`src/rtl/mclk_gen_pkg.sv`:
```
package mclk_gen_pkg;
  localparam int unsigned PER_W    = 6;
  localparam int unsigned PER_DFLT = 15;
endpackage

```
`src/rtl/mclk_per_sel.sv`:
```
module mclk_per_sel #(
  parameter int unsigned PER_W    = mclk_gen_pkg::PER_W,
  parameter int unsigned PER_DFLT = mclk_gen_pkg::PER_DFLT
) (
  input  logic             clk_i,
  input  logic             rst_ni,
  input  logic [PER_W-1:0] period_i,
  input  logic             load_i,
  output logic [PER_W-1:0] per_o,
  output logic [PER_W-1:0] per_nxt_o
);
  localparam logic [PER_W-1:0] DFLT = PER_W'(PER_DFLT);

  logic [PER_W-1:0] eff;
  logic [PER_W-1:0] per_q;

  assign eff       = (period_i == '0) ? DFLT : period_i;
  assign per_nxt_o = load_i ? eff : per_q;
  assign per_o     = per_q;

  always_ff @(posedge clk_i or negedge rst_ni) begin
    if (!rst_ni) per_q <= DFLT;
    else         per_q <= per_nxt_o;
  end


  per_nonzero_chk: assert property (@(posedge clk_i) disable iff (!rst_ni)
    per_q != '0);
endmodule

```
`src/rtl/mclk_run_ctl.sv`:
```
module mclk_run_ctl (
  input  logic clk_i,
  input  logic rst_ni,
  input  logic at_end_i,
  input  logic access_i,
  input  logic continuous_i,
  input  logic suppress_i,
  output logic run_o,
  output logic run_nxt_o,
  output logic load_o
);
  logic run_q;
  logic go;

  // from idle any request starts; at a period end only continuous or suppress chains
  assign go        = run_q ? (continuous_i | (suppress_i & access_i))
                           : (continuous_i | access_i);
  assign load_o    = (!run_q | at_end_i) & go;
  assign run_nxt_o = (run_q & !at_end_i) | load_o;
  assign run_o     = run_q;

  always_ff @(posedge clk_i or negedge rst_ni) begin
    if (!rst_ni) run_q <= 1'b0;
    else         run_q <= run_nxt_o;
  end


  no_partial_chk: assert property (@(posedge clk_i) disable iff (!rst_ni)
    (run_q && !at_end_i) |=> run_q);


  cont_keeps_run_chk: assert property (@(posedge clk_i) disable iff (!rst_ni)
    (run_q && continuous_i) |=> run_q);
endmodule

```
`src/rtl/mclk_phase_cnt.sv`:
```
module mclk_phase_cnt #(
  parameter int unsigned PER_W = mclk_gen_pkg::PER_W
) (
  input  logic             clk_i,
  input  logic             rst_ni,
  input  logic             run_i,
  input  logic             run_nxt_i,
  input  logic             load_i,
  input  logic [PER_W-1:0] per_i,
  input  logic [PER_W-1:0] per_nxt_i,
  output logic             at_end_o,
  output logic             mclk_o
);
  logic [PER_W-1:0] cnt_q, cnt_d;
  logic [PER_W:0]   hi_nxt;
  logic             mclk_q, mclk_d;

  assign at_end_o = run_i && (cnt_q == per_i);
  assign hi_nxt   = ({1'b0, per_nxt_i} + (PER_W+1)'(1)) >> 1;

  always_comb begin
    if (load_i)                 cnt_d = '0;
    else if (run_i && !at_end_o) cnt_d = cnt_q + PER_W'(1);
    else                        cnt_d = '0;
    mclk_d = run_nxt_i && ({1'b0, cnt_d} < hi_nxt);
  end

  always_ff @(posedge clk_i or negedge rst_ni) begin
    if (!rst_ni) begin
      cnt_q  <= '0;
      mclk_q <= 1'b0;
    end else begin
      cnt_q  <= cnt_d;
      mclk_q <= mclk_d;
    end
  end

  assign mclk_o = mclk_q;


  cnt_in_range_chk: assert property (@(posedge clk_i) disable iff (!rst_ni)
    cnt_q <= per_i);


  high_first_chk: assert property (@(posedge clk_i) disable iff (!rst_ni)
    (run_i && cnt_q == '0) |-> mclk_q);


  idle_low_chk: assert property (@(posedge clk_i) disable iff (!rst_ni)
    !run_i |-> !mclk_q);
endmodule

```
`src/rtl/mclk_gen.sv`:
```
module mclk_gen #(
  parameter int unsigned PER_W    = mclk_gen_pkg::PER_W,
  parameter int unsigned PER_DFLT = mclk_gen_pkg::PER_DFLT
) (
  input  logic             clk_i,
  input  logic             rst_ni,
  input  logic [PER_W-1:0] period_i,
  input  logic             continuous_i,
  input  logic             suppress_i,
  input  logic             access_i,
  output logic             mclk_o,
  output logic             boundary_o
);
  logic             at_end, run, run_nxt, load;
  logic [PER_W-1:0] per_q, per_nxt;

  mclk_per_sel #(.PER_W(PER_W), .PER_DFLT(PER_DFLT)) u_per (
    .clk_i    (clk_i),
    .rst_ni   (rst_ni),
    .period_i (period_i),
    .load_i   (load),
    .per_o    (per_q),
    .per_nxt_o(per_nxt)
  );

  mclk_run_ctl u_run (
    .clk_i       (clk_i),
    .rst_ni      (rst_ni),
    .at_end_i    (at_end),
    .access_i    (access_i),
    .continuous_i(continuous_i),
    .suppress_i  (suppress_i),
    .run_o       (run),
    .run_nxt_o   (run_nxt),
    .load_o      (load)
  );

  mclk_phase_cnt #(.PER_W(PER_W)) u_cnt (
    .clk_i    (clk_i),
    .rst_ni   (rst_ni),
    .run_i    (run),
    .run_nxt_i(run_nxt),
    .load_i   (load),
    .per_i    (per_q),
    .per_nxt_i(per_nxt),
    .at_end_o (at_end),
    .mclk_o   (mclk_o)
  );

  assign boundary_o = at_end;


  per_hold_chk: assert property (@(posedge clk_i) disable iff (!rst_ni)
    (run && !at_end) |=> $stable(per_q));


  gated_gap_chk: assert property (@(posedge clk_i) disable iff (!rst_ni)
    (boundary_o && !continuous_i && !suppress_i) |=> (!mclk_o && !boundary_o));
endmodule

```
`config.mk`:
```
export PLATFORM = sky130hd
export DESIGN_NAME = mclk_gen
export DESIGN_NICKNAME = d
export VERILOG_FILES = /design/src/rtl/mclk_gen_pkg.sv /design/src/rtl/mclk_per_sel.sv /design/src/rtl/mclk_run_ctl.sv /design/src/rtl/mclk_phase_cnt.sv /design/src/rtl/mclk_gen.sv
export SDC_FILE = /design/constraint.sdc
export NUM_CORES = 1
export LEC_CHECK = 0
export CAP_MARGIN = 20
export CORE_ASPECT_RATIO = 2
export CORE_UTILIZATION = 35
export DETAILED_ROUTE_END_ITERATION = 10
export DONT_BUFFER_PORTS = 1
export PLACE_DENSITY = 0.51
export SLEW_MARGIN = 25
export SYNTH_ARGS = -nofsm -noshare
export SYNTH_HDL_FRONTEND = slang
export SYNTH_SLANG_ARGS = --single-unit
```
`constraint.sdc`:
```
create_clock -name clk_i -period 3.7 [get_ports clk_i]
set_input_delay 0.185 -clock clk_i [delete_from_list [all_inputs] [get_ports clk_i]]
set_output_delay 0.185 -clock clk_i [all_outputs]
set_load 0.02 [all_outputs]
```
==> results.toml, run 1 <==
[worst_setup_path]
arrival_ns = 3.61
path_max_fanout = 7
cp_slowest_cell = "dfstp_2"
rr_worst_depth = 14
reg2reg_from = "u_per.per_o[3]"
path_common_cell = "a21o_1"
critPathLaunchType = "register"
worstPathCellList = "xnor2_1 -> nand2_1 -> o41a_1 -> buf_4 -> a21o_1 -> ha_2 -> a21boi_1 -> xor2_1 -> o21ai_0 -> ha_1 -> a21o_1 -> a21o_1 -> a221o_1 -> a21oi_1"
required_ns = 3.87
startpoint = "u_per.per_o[3]"
worstSetupEndpoint = "u_cnt.mclk_o"
rr_endpoint = "u_cnt.mclk_o"
rrSetupSlack_ns = 0.25
end_kind = "register"
max_stage_delay_ns = 0.58
critPathKind = "register to register"

[synthesis]
yosysSeqAreaShare_pct = 36.27
ys_seq_elements = 14
synth_cell_types = 27
syn_avg_cell_area_um2 = 9.330
synth_cells = 105
syn-num-nets = 123
yosysWarnings = 0
synth_area_um2 = 979.7

[die]
num_rows = 26
die_h_um = 76.82
io_pins = 13
coreArea_um2 = 2603
initial_core_util_pct = 37.64
dieArea_um2 = 3027
die_x_um = 39.41

[timing]
drv_slew = 0
timing.slew.headroom_pct = 41.05
setup_violations = 0
finClkSkew_ns = 0.003290
setup-tns-final_ns = 0
max_freq_mhz = 290.2
fin_crit_ns = 3.446
hold_violations = 0
finalCritPeriodShare_pct = 93.14
tightestPinTransition_ns = 0.8761
grt_setup_unrepaired = "false"

[hold_path]
hp-class = "input pin to register"

[power]
p_leak_uw = 0.0004938
ir_worst_vdd_uv = 333.4
power_density_nw_per_um2 = 1001

[cts]
cts_tree = "yes"
htreeDepth = 1
clockRootBuffer = "clkbuf_8"
cts_buffers = 3
clk_pin_slew_ns = 0.06
cts.sinks = 14
clkLatencyLatePin_ns = 0.24
max-clock-path-buffers = 2

[layout]
drive_above_1_share_pct = 15.18
antenna_cells = 0
areaGrowthSynthToFinish_pct = 10.86
final_cell_mix = "nor2_1 (11), xnor2_1 (10), nand2_1 (10), dfrtp_1 (10), nand3_1 (8)"
layout_commonest_cell = "nor2_1"
finalInstanceArea_um2 = 1086
layout.core_utilization_pct = 41.73
nets = 131

[global_route]
grt_max_degree = 15
global_route.usage.total_pct = 16.80
antenna_found_initial = 0
grt_pass1_wl_mm = 3.588
grt_overflow = 0
grt_pass1_vias = 834

[routing]
routed_via_density = 5.300
dr.pass1.iters = 4
vias = 742
avgRoutedWirePerCell_um = 15.09
wirelength_mm = 2.112
drc_errors = 0
dr.first_iter.drc_count = 7
drtAntennaViolNets = 0

[job]
drv_cap = 0

[placement]
portBuffers = 0
placed_area_um2 = 1021
dp_hpwl_mm = 1.823
globalplace.congestion = 0.7391

[status]
status = "complete, no violations"
[where the power goes]
| group | switching [µW] | leakage (µW) | internal, µW |
|---|---|---|---|
| Combinational | 306 | 0.000312 | 307 |
| Sequential | 101 | 0.000159 | 247 |
| Clock | 50.5 | 0.0000228 | 76.0 |
| Total | 457 | 0.000494 | 630 |
[worst min-delay path by stage]
stage,from,cells after the start,endpoint
after CTS,continuous_i,2,u_run.run_o
after detailed placement,rst_ni,0,u_cnt.cnt_q[4]
after floorplan,rst_ni,0,u_cnt.cnt_q[0]
final,continuous_i,2,u_run.run_o
after global placement,rst_ni,0,u_cnt.cnt_q[3]
after global routing,period_i[4],1,u_per.per_o[4]
[area by class of cell]
cell class / count / area (µm²)
Tap cell: 28 / 35.03
Fill cell: 288 / 1516
Timing Repair Buffer: 5 / 40.04
Sequential cell: 14 / 355.3
Clock buffer: 4 / 45.04
Inverter: 5 / 18.77
Multi-Input combinational cell: 84 / 591.8
[critical path, delay by kind of cell (launching register included)]
| kind | cells | cell delay, ns |
|---|---|---|
| XOR/XNOR | 2 | 0.26 |
| buffers and inverters | 1 | 0.19 |
| adder cells (fa/ha/maj) | 2 | 0.48 |
| AO/OA/AOI/OAI | 8 | 1.75 |
| flip-flops | 1 | 0.58 |
| AND/OR/NAND/NOR | 1 | 0.11 |
[cells in the mapped netlist]
cell      count  area (µm²)
nand2b_1      2       12.51
buf_6         1       11.26
nand4_1       1       6.260
nor4_1        2       12.51
ha_1          7       87.58
mux2_4        1       15.01
o41a_1        1       11.26
nor2b_1       1       6.260
mux2i_1       1       10.01
o31ai_2       1       12.51
xnor2_2       1       16.27
o21ai_0       3       15.01
dfrtp_1      10       250.2
xnor2_1      10       87.58
and3_1        2       12.51
buf_2         1       5.000
inv_1         5       18.77
a221o_1       1       10.01
nor2_1       11       41.29
a21boi_0      1       7.510
mux2_2        2       22.52
xor2_1        6       52.55
nand2_1      10       37.54
dfstp_2       4       105.1
a21o_1        5       37.54
a21oi_1       7       35.03
nand3_1       8       40.04
[metrics by stage]
step,total power [µW],instances,hold slack (ns),worst slack (ns)
finish,1087,140,0.08369,0.2539
global route,1195,140,0.09370,0.02969
CTS,1102,139,0.08124,0.1565
detailed placement,964.7,134,-0.1101,0.1749
global placement,950.2,134,-0.1102,0.2185
floorplan,805.2,105,-0.1106,0.3493
[cell families after synthesis]
group           count (synthesis)  share of synthesized area, %
compound gates                 19                         13.15
fa+ha+maj                       7                         8.940
flops                          14                         36.27
xor+xnor                       17                         15.96
simple gates                   37                         17.24
mux                             4                         4.853
buf+inv                         7                         3.576
[timing repair]
action / 4_1_cts / 5_1_grt
hold buffers: 1 / 0
setup endpoints to repair: 0 / 1
buffers inserted: 0 / 1
gates resized for setup: 0 / 2
endpoints found under the hold margin: 14 / 0
[registers in the layout, summed over array words and instances (netlist names)]
name          cells
u_cnt.mclk_o      1
u_cnt.cnt_q       6
u_per.per_o       6
u_run.run_o       1
[metal layers]
| layer | wire length, µm | GRT usage (%) |
|---|---|---|
| met5 | 0 | 0 |
| met4 | 15 | 5.172 |
| met3 | 60 | 1.734 |
| met2 | 1328 | 32.30 |
| met1 | 707 | 16.57 |
Note: power is estimated with default switching activity, not from simulation.
==> inputs of run 2 (changes only) <==
==> constraint.sdc (replaced) <==
create_clock -name clk_i -period 3.7 [get_ports clk_i]
set_input_delay 0.555 -clock clk_i [delete_from_list [all_inputs] [get_ports clk_i]]
set_output_delay 0.555 -clock clk_i [all_outputs]
set_load 0.02 [all_outputs]
==> run 2 against run 1 <==
Effect of this change: maximum frequency barely moved; non-clock buffer count up 1; routed wire length is 2.6% higher; global-route usage rose by 0.11 points; total power about the same; flip-flop and latch count did not move; design area is 0.92% higher.
==> results.toml, run 2 (synthesis results as in run 1) <==
[timing]
tightestPinTransition_ns = 0.8799
setup-tns-final_ns = 0
setup_violations = 0
fin_crit_ns = 3.445
grt_setup_unrepaired = "false"
hold_violations = 0
max_freq_mhz = 290.3
finClkSkew_ns = 0.003609
drv_slew = 0
timing.slew.headroom_pct = 40.80
finalCritPeriodShare_pct = 93.10

[die]
num_rows = 26
die_x_um = 39.41
die_h_um = 76.82
coreArea_um2 = 2603
io_pins = 13
initial_core_util_pct = 37.64
dieArea_um2 = 3027

[routing]
avgRoutedWirePerCell_um = 15.37
dr.first_iter.drc_count = 3
wirelength_mm = 2.167
drc_errors = 0
routed_via_density = 5.262
dr.pass1.iters = 4
vias = 742
drtAntennaViolNets = 0

[placement]
placed_area_um2 = 1021
portBuffers = 0
dp_hpwl_mm = 1.823
globalplace.congestion = 0.7391

[layout]
areaGrowthSynthToFinish_pct = 11.88
finalInstanceArea_um2 = 1096
layout_commonest_cell = "nor2_1"
antenna_cells = 0
fillerInstances = 289
nets = 132
drive_above_1_share_pct = 15.04
final_cell_mix = "nor2_1 (11), xnor2_1 (10), nand2_1 (10), dfrtp_1 (10), nand3_1 (8)"

[cts]
cts.sinks = 14
clockRootBuffer = "clkbuf_8"
clkLatencyLatePin_ns = 0.24
htreeDepth = 1
cts_tree = "yes"
max-clock-path-buffers = 2
cts_buffers = 3
clk_pin_slew_ns = 0.06

[job]
drv_cap = 0

[worst_setup_path]
critPathLaunchType = "register"
reg2reg_from = "u_per.per_o[3]"
arrival_ns = 3.61
rr_worst_depth = 14
critPathKind = "register to register"
path_max_fanout = 7
startpoint = "u_per.per_o[3]"
end_kind = "register"
required_ns = 3.87

[power]
power_density_nw_per_um2 = 992.0
p_leak_uw = 0.0004980
ir_worst_vdd_uv = 335.5

[global_route]
global_route.usage.total_pct = 16.91
grt_pass1_wl_mm = 3.608
grt_overflow = 0
grt_max_degree = 10
antenna_found_initial = 0
grt_pass1_vias = 837

[hold_path]
hp-class = "input pin to async pin"

[status]
status = "complete, no violations"
-- run 2: changes by cell type in the layout (fill, tap and decap cells not counted), sizes merged --
| cell | before | now |
|---|---|---|
| dlygate4sd3 | 1 | 2 |
-- run 2: routing by layer --
| metal | vias to the layer above | track usage [%] | wire length [µm] |
|---|---|---|---|
| li1 | 376 | - | - |
| met5 | - | 0 | 0 |
| met3 | 2 | 1.734 | 65 |
| met4 | 0 | 5.172 | 14 |
| met2 | 13 | 32.30 | 1351 |
| met1 | 351 | 16.95 | 735 |
-- run 2: metrics by stage --
| stage | total power (µW) | worst slack [ns] | hold WS [ns] | cells | util (%) |
|---|---|---|---|---|---|
| after floorplan | 805.2 | 0.3493 | 0.2594 | 105 | - |
| after global placement | 950.2 | 0.2185 | 0.2598 | 134 | 39.23 |
| after detailed placement | 964.7 | 0.1749 | 0.2599 | 134 | 39.23 |
| after CTS | 1101 | 0.1565 | 0.002240 | 139 | 41.35 |
| after global routing | 1194 | 0.02969 | 0.1447 | 141 | 42.12 |
| final | 1087 | 0.2553 | 0.1577 | 141 | 42.12 |
-- run 2: worst paths after layout --
check,end,slack [ns]
max in group asynchronous,u_run.run_o,2.81
setup / recovery,u_cnt.mclk_o,0.26
setup reg to reg,u_cnt.mclk_o,0.26
hold / removal,u_per.per_o[3],0.16
min in group clk_i,u_run.run_o,0.45
hold reg to reg,u_cnt.cnt_q[0],0.54
-- run 2: what timing repair did --
item,in CTS,in global routing
setup buffers,0,1
endpoints found under the setup margin,0,1
endpoints found under the hold margin,7,3
hold buffers,1,1
gates resized for setup,0,2
-- run 2: final cells by class --
| type | count | area (µm²) | share of cell area, % |
|---|---|---|---|
| Inverter | 5 | 18.77 | 1.712 |
| Clock buffer | 4 | 45.04 | 4.110 |
| Sequential cell | 14 | 355.3 | 32.42 |
| Tap cell | 28 | 35.03 | 3.196 |
| Timing Repair Buffer | 6 | 50.05 | 4.566 |
| Multi-Input combinational cell | 84 | 591.8 | 54.00 |
-- run 2: critical path: stages, from the launching register on --
cell	delay [ns]
dfstp_2	0.58
xnor2_1	0.12
nand2_1	0.11
o41a_1	0.52
buf_4	0.19
a21o_1	0.18
ha_2	0.21
a21boi_1	0.14
xor2_1	0.14
o21ai_0	0.17
ha_1	0.27
a21o_1	0.16
a21o_1	0.17
a221o_1	0.29
a21oi_1	0.12
-- run 2: power breakdown --
group | total, µW | internal (µW) | switching (µW)
Combinational | 614 | 308 | 306
Clock | 127 | 76.0 | 50.7
Sequential | 347 | 247 | 100
==> inputs of run 3 (changes only) <==
- ABC_AREA: unset -> 1
==> run 3 against run 2 <==
Effect of this change: maximum frequency grew 31%; die area is 3.8% higher; core utilization fell by 2.1 points; sequential share of layout area down 0.40 points; critical endpoint unchanged; sequential power down 11%; global-route usage shrank 0.67 points; combinational power fell by 13%; routed wire length rose by 0.69%; critical path depth rose by 3; clock skew fell by 0.0019 ns; register-to-register slack improved by 0.81 ns.
==> results.toml, run 3 <==
[timing]
finalCritPeriodShare_pct = 71.08
fin_crit_ns = 2.630
grt_setup_unrepaired = "false"
max_freq_mhz = 380.3
drv_slew = 0
setup_violations = 0
timing.final.ws_setup_ns = 1.070
setup-tns-final_ns = 0
finClkSkew_ns = 0.001661
timing.slew.headroom_pct = 74.18
tightestPinTransition_ns = 0.3859
hold_violations = 0

[cts]
ctsResizeCount = 0
htreeDepth = 1
cts_tree = "yes"
cts_buffers = 3
cts_hold_buffers = 1
clkLatencyLatePin_ns = 0.24
cts_setup_buffers = 0
clk_pin_slew_ns = 0.06
max-clock-path-buffers = 2
clockRootBuffer = "clkbuf_8"
cts.sinks = 14

[synthesis]
synth_cells = 134
ys_seq_elements = 14
synth_top_flop_cell = "dfrtp_1"
yosys.area.top_type = "dfrtp_1"
synthAdderAreaFrac_pct = 8.600
yosysTopAreaCellShare_pct = 24.57
synth_cell_types = 24
async_reset_ff_share_pct = 100.0
syn-num-nets = 152
synth_area_leaders = "dfrtp_1 (25%), nand2_1 (12%), dfstp_2 (10%)"
yosysWarnings = 0
yosysSeqAreaShare_pct = 34.89
synth_compound_area_share_pct = 7.248
yosys-top-cells-count = "nand2_1 (33), nor2_1 (22), inv_1 (17)"
synth_top_family_by_area = "simple AND/OR/NAND/NOR gates"
syn_avg_cell_area_um2 = 7.601
synthMostInstantiatedCell = "nand2_1"
synth_xor_xnor_area_share_pct = 3.440
synth_simple_gate_area_share_pct = 36.49
yosys-mux-area-fraction_pct = 0
synth_area_um2 = 1018
synth_edf_count = 0

[layout]
drive_above_1_share_pct = 19.42
antenna_cells = 0
final_cell_mix = "nand2_1 (33), nor2_1 (22), inv_1 (17), dfrtp_1 (10), nand3_1 (8)"
nets = 158
layout_commonest_cell = "nand2_1"
areaGrowthSynthToFinish_pct = 8.968

[placement]
portBuffers = 0
dp_hpwl_mm = 1.742
globalplace.congestion = 0.8026
post-place-ws_ns = 1.045

[routing]
wirelength_mm = 2.182
drc_errors = 0
vias = 834
dr.pass1.iters = 4
drtAntennaViolNets = 0
routed_via_density = 4.964
avgRoutedWirePerCell_um = 12.99
dr.first_iter.drc_count = 29

[global_route]
grt_busiest_layer = "met2"
grtUsageMet1_pct = 15.96
grt_max_degree = 13
antenna_found_initial = 0
grt_pass1_wl_mm = 3.477
grt_overflow = 0
grt_pass1_vias = 834
use_met3_pct = 2.542
global_route.usage.total_pct = 16.24
use_met2_pct = 29.68

[die]
num_rows = 27
initial_core_util_pct = 36.77
coreArea_um2 = 2770
die_x_um = 40.15
dieArea_um2 = 3143
die_h_um = 78.29
io_pins = 13

[hold_path]
hp-class = "input pin to async pin"

[status]
status = "complete, no violations"

[worst_setup_path]
critPathKind = "register to register"
end_kind = "register"
rr_worst_depth = 17
rrSetupSlack_ns = 1.07
arrival_ns = 2.80
required_ns = 3.87
critPathLaunchType = "register"
path_max_fanout = 12

[power]
ir_worst_vdd_uv = 430.3
power_density_nw_per_um2 = 890.2
p_leak_uw = 0.0005817

[job]
drv_cap = 0
[run 3: changes by cell type in the layout (fill, tap and decap cells not counted), moves of 3 or more]
cell,change
nand3_2,+4
a21o_1,-4
buf_4,-4
nand2_2,+6
inv_2,+3
inv_1,+12
nor2_1,+11
nand2_1,+23
a21oi_1,-4
xnor2_1,-9
xor2_1,-3
[run 3: worst paths after layout]
kind	endpoint	start
max in group asynchronous	u_cnt.cnt_q[3]	rst_ni
hold reg to reg	u_per.per_o[0]	u_per.per_o[0]
setup / recovery	u_cnt.mclk_o	u_per.per_o[1]
min in group clk_i	u_per.per_o[4]	period_i[4]
hold / removal	u_per.per_o[3]	rst_ni
setup reg to reg	u_cnt.mclk_o	u_per.per_o[1]
[run 3: cells by family after synthesis]
family | Yosys count
flops | 14
fa+ha+maj | 7
xor+xnor | 4
compound gates | 9
simple gates | 79
buf+inv | 21
[run 3: layer usage]
layer  share of wire (%)  vias up
li1                    -      425
met3                 3.1        2
met2                  59       17
met1                  37      390
met4                 1.2        0
met5                   0        -
[run 3: stage by stage]
stage	cells	utilization (%)	instance area [µm²]	power, µW	hold slack [ns]
after detailed placement	162	37.35	1035	849.5	0.2598
final	168	40.06	1110	988.0	0.1534
after floorplan	134	-	1018	743.2	0.2594
after CTS	167	39.70	1100	1004	0.0006496
after global routing	168	40.06	1110	1106	0.1430
after global placement	162	37.35	1035	836.4	0.2598
[run 3: worst max-delay path, stage by stage (launching register included)]
cell      delay [ns]
dfstp_2         0.54
nand2_1         0.05
inv_1           0.05
nor2_1          0.04
nor2_1          0.16
nand3_2         0.13
nand2_4         0.18
nand2_2         0.15
nand2_1         0.11
nand2_2         0.09
ha_1            0.25
nand3_1         0.10
nand3_1         0.07
nand2_1         0.06
ha_1            0.23
a21oi_1         0.13
o211ai_1        0.09
a21oi_1         0.12
[run 3: cell type report]
class / instances / area, µm²
tap: 29 / 36.28
multi-input combinational: 99 / 568.0
fill: 300 / 1660
clock buffer: 4 / 55.05
timing repair buffer: 2 / 20.02
inverter: 20 / 75.07
sequential: 14 / 355.3
[run 3: power by group]
group | total (µW) | internal [µW] | switching [µW]
sequential | 309 | 244 | 65.7
clock | 146 | 94.1 | 51.9
combinational | 533 | 209 | 323
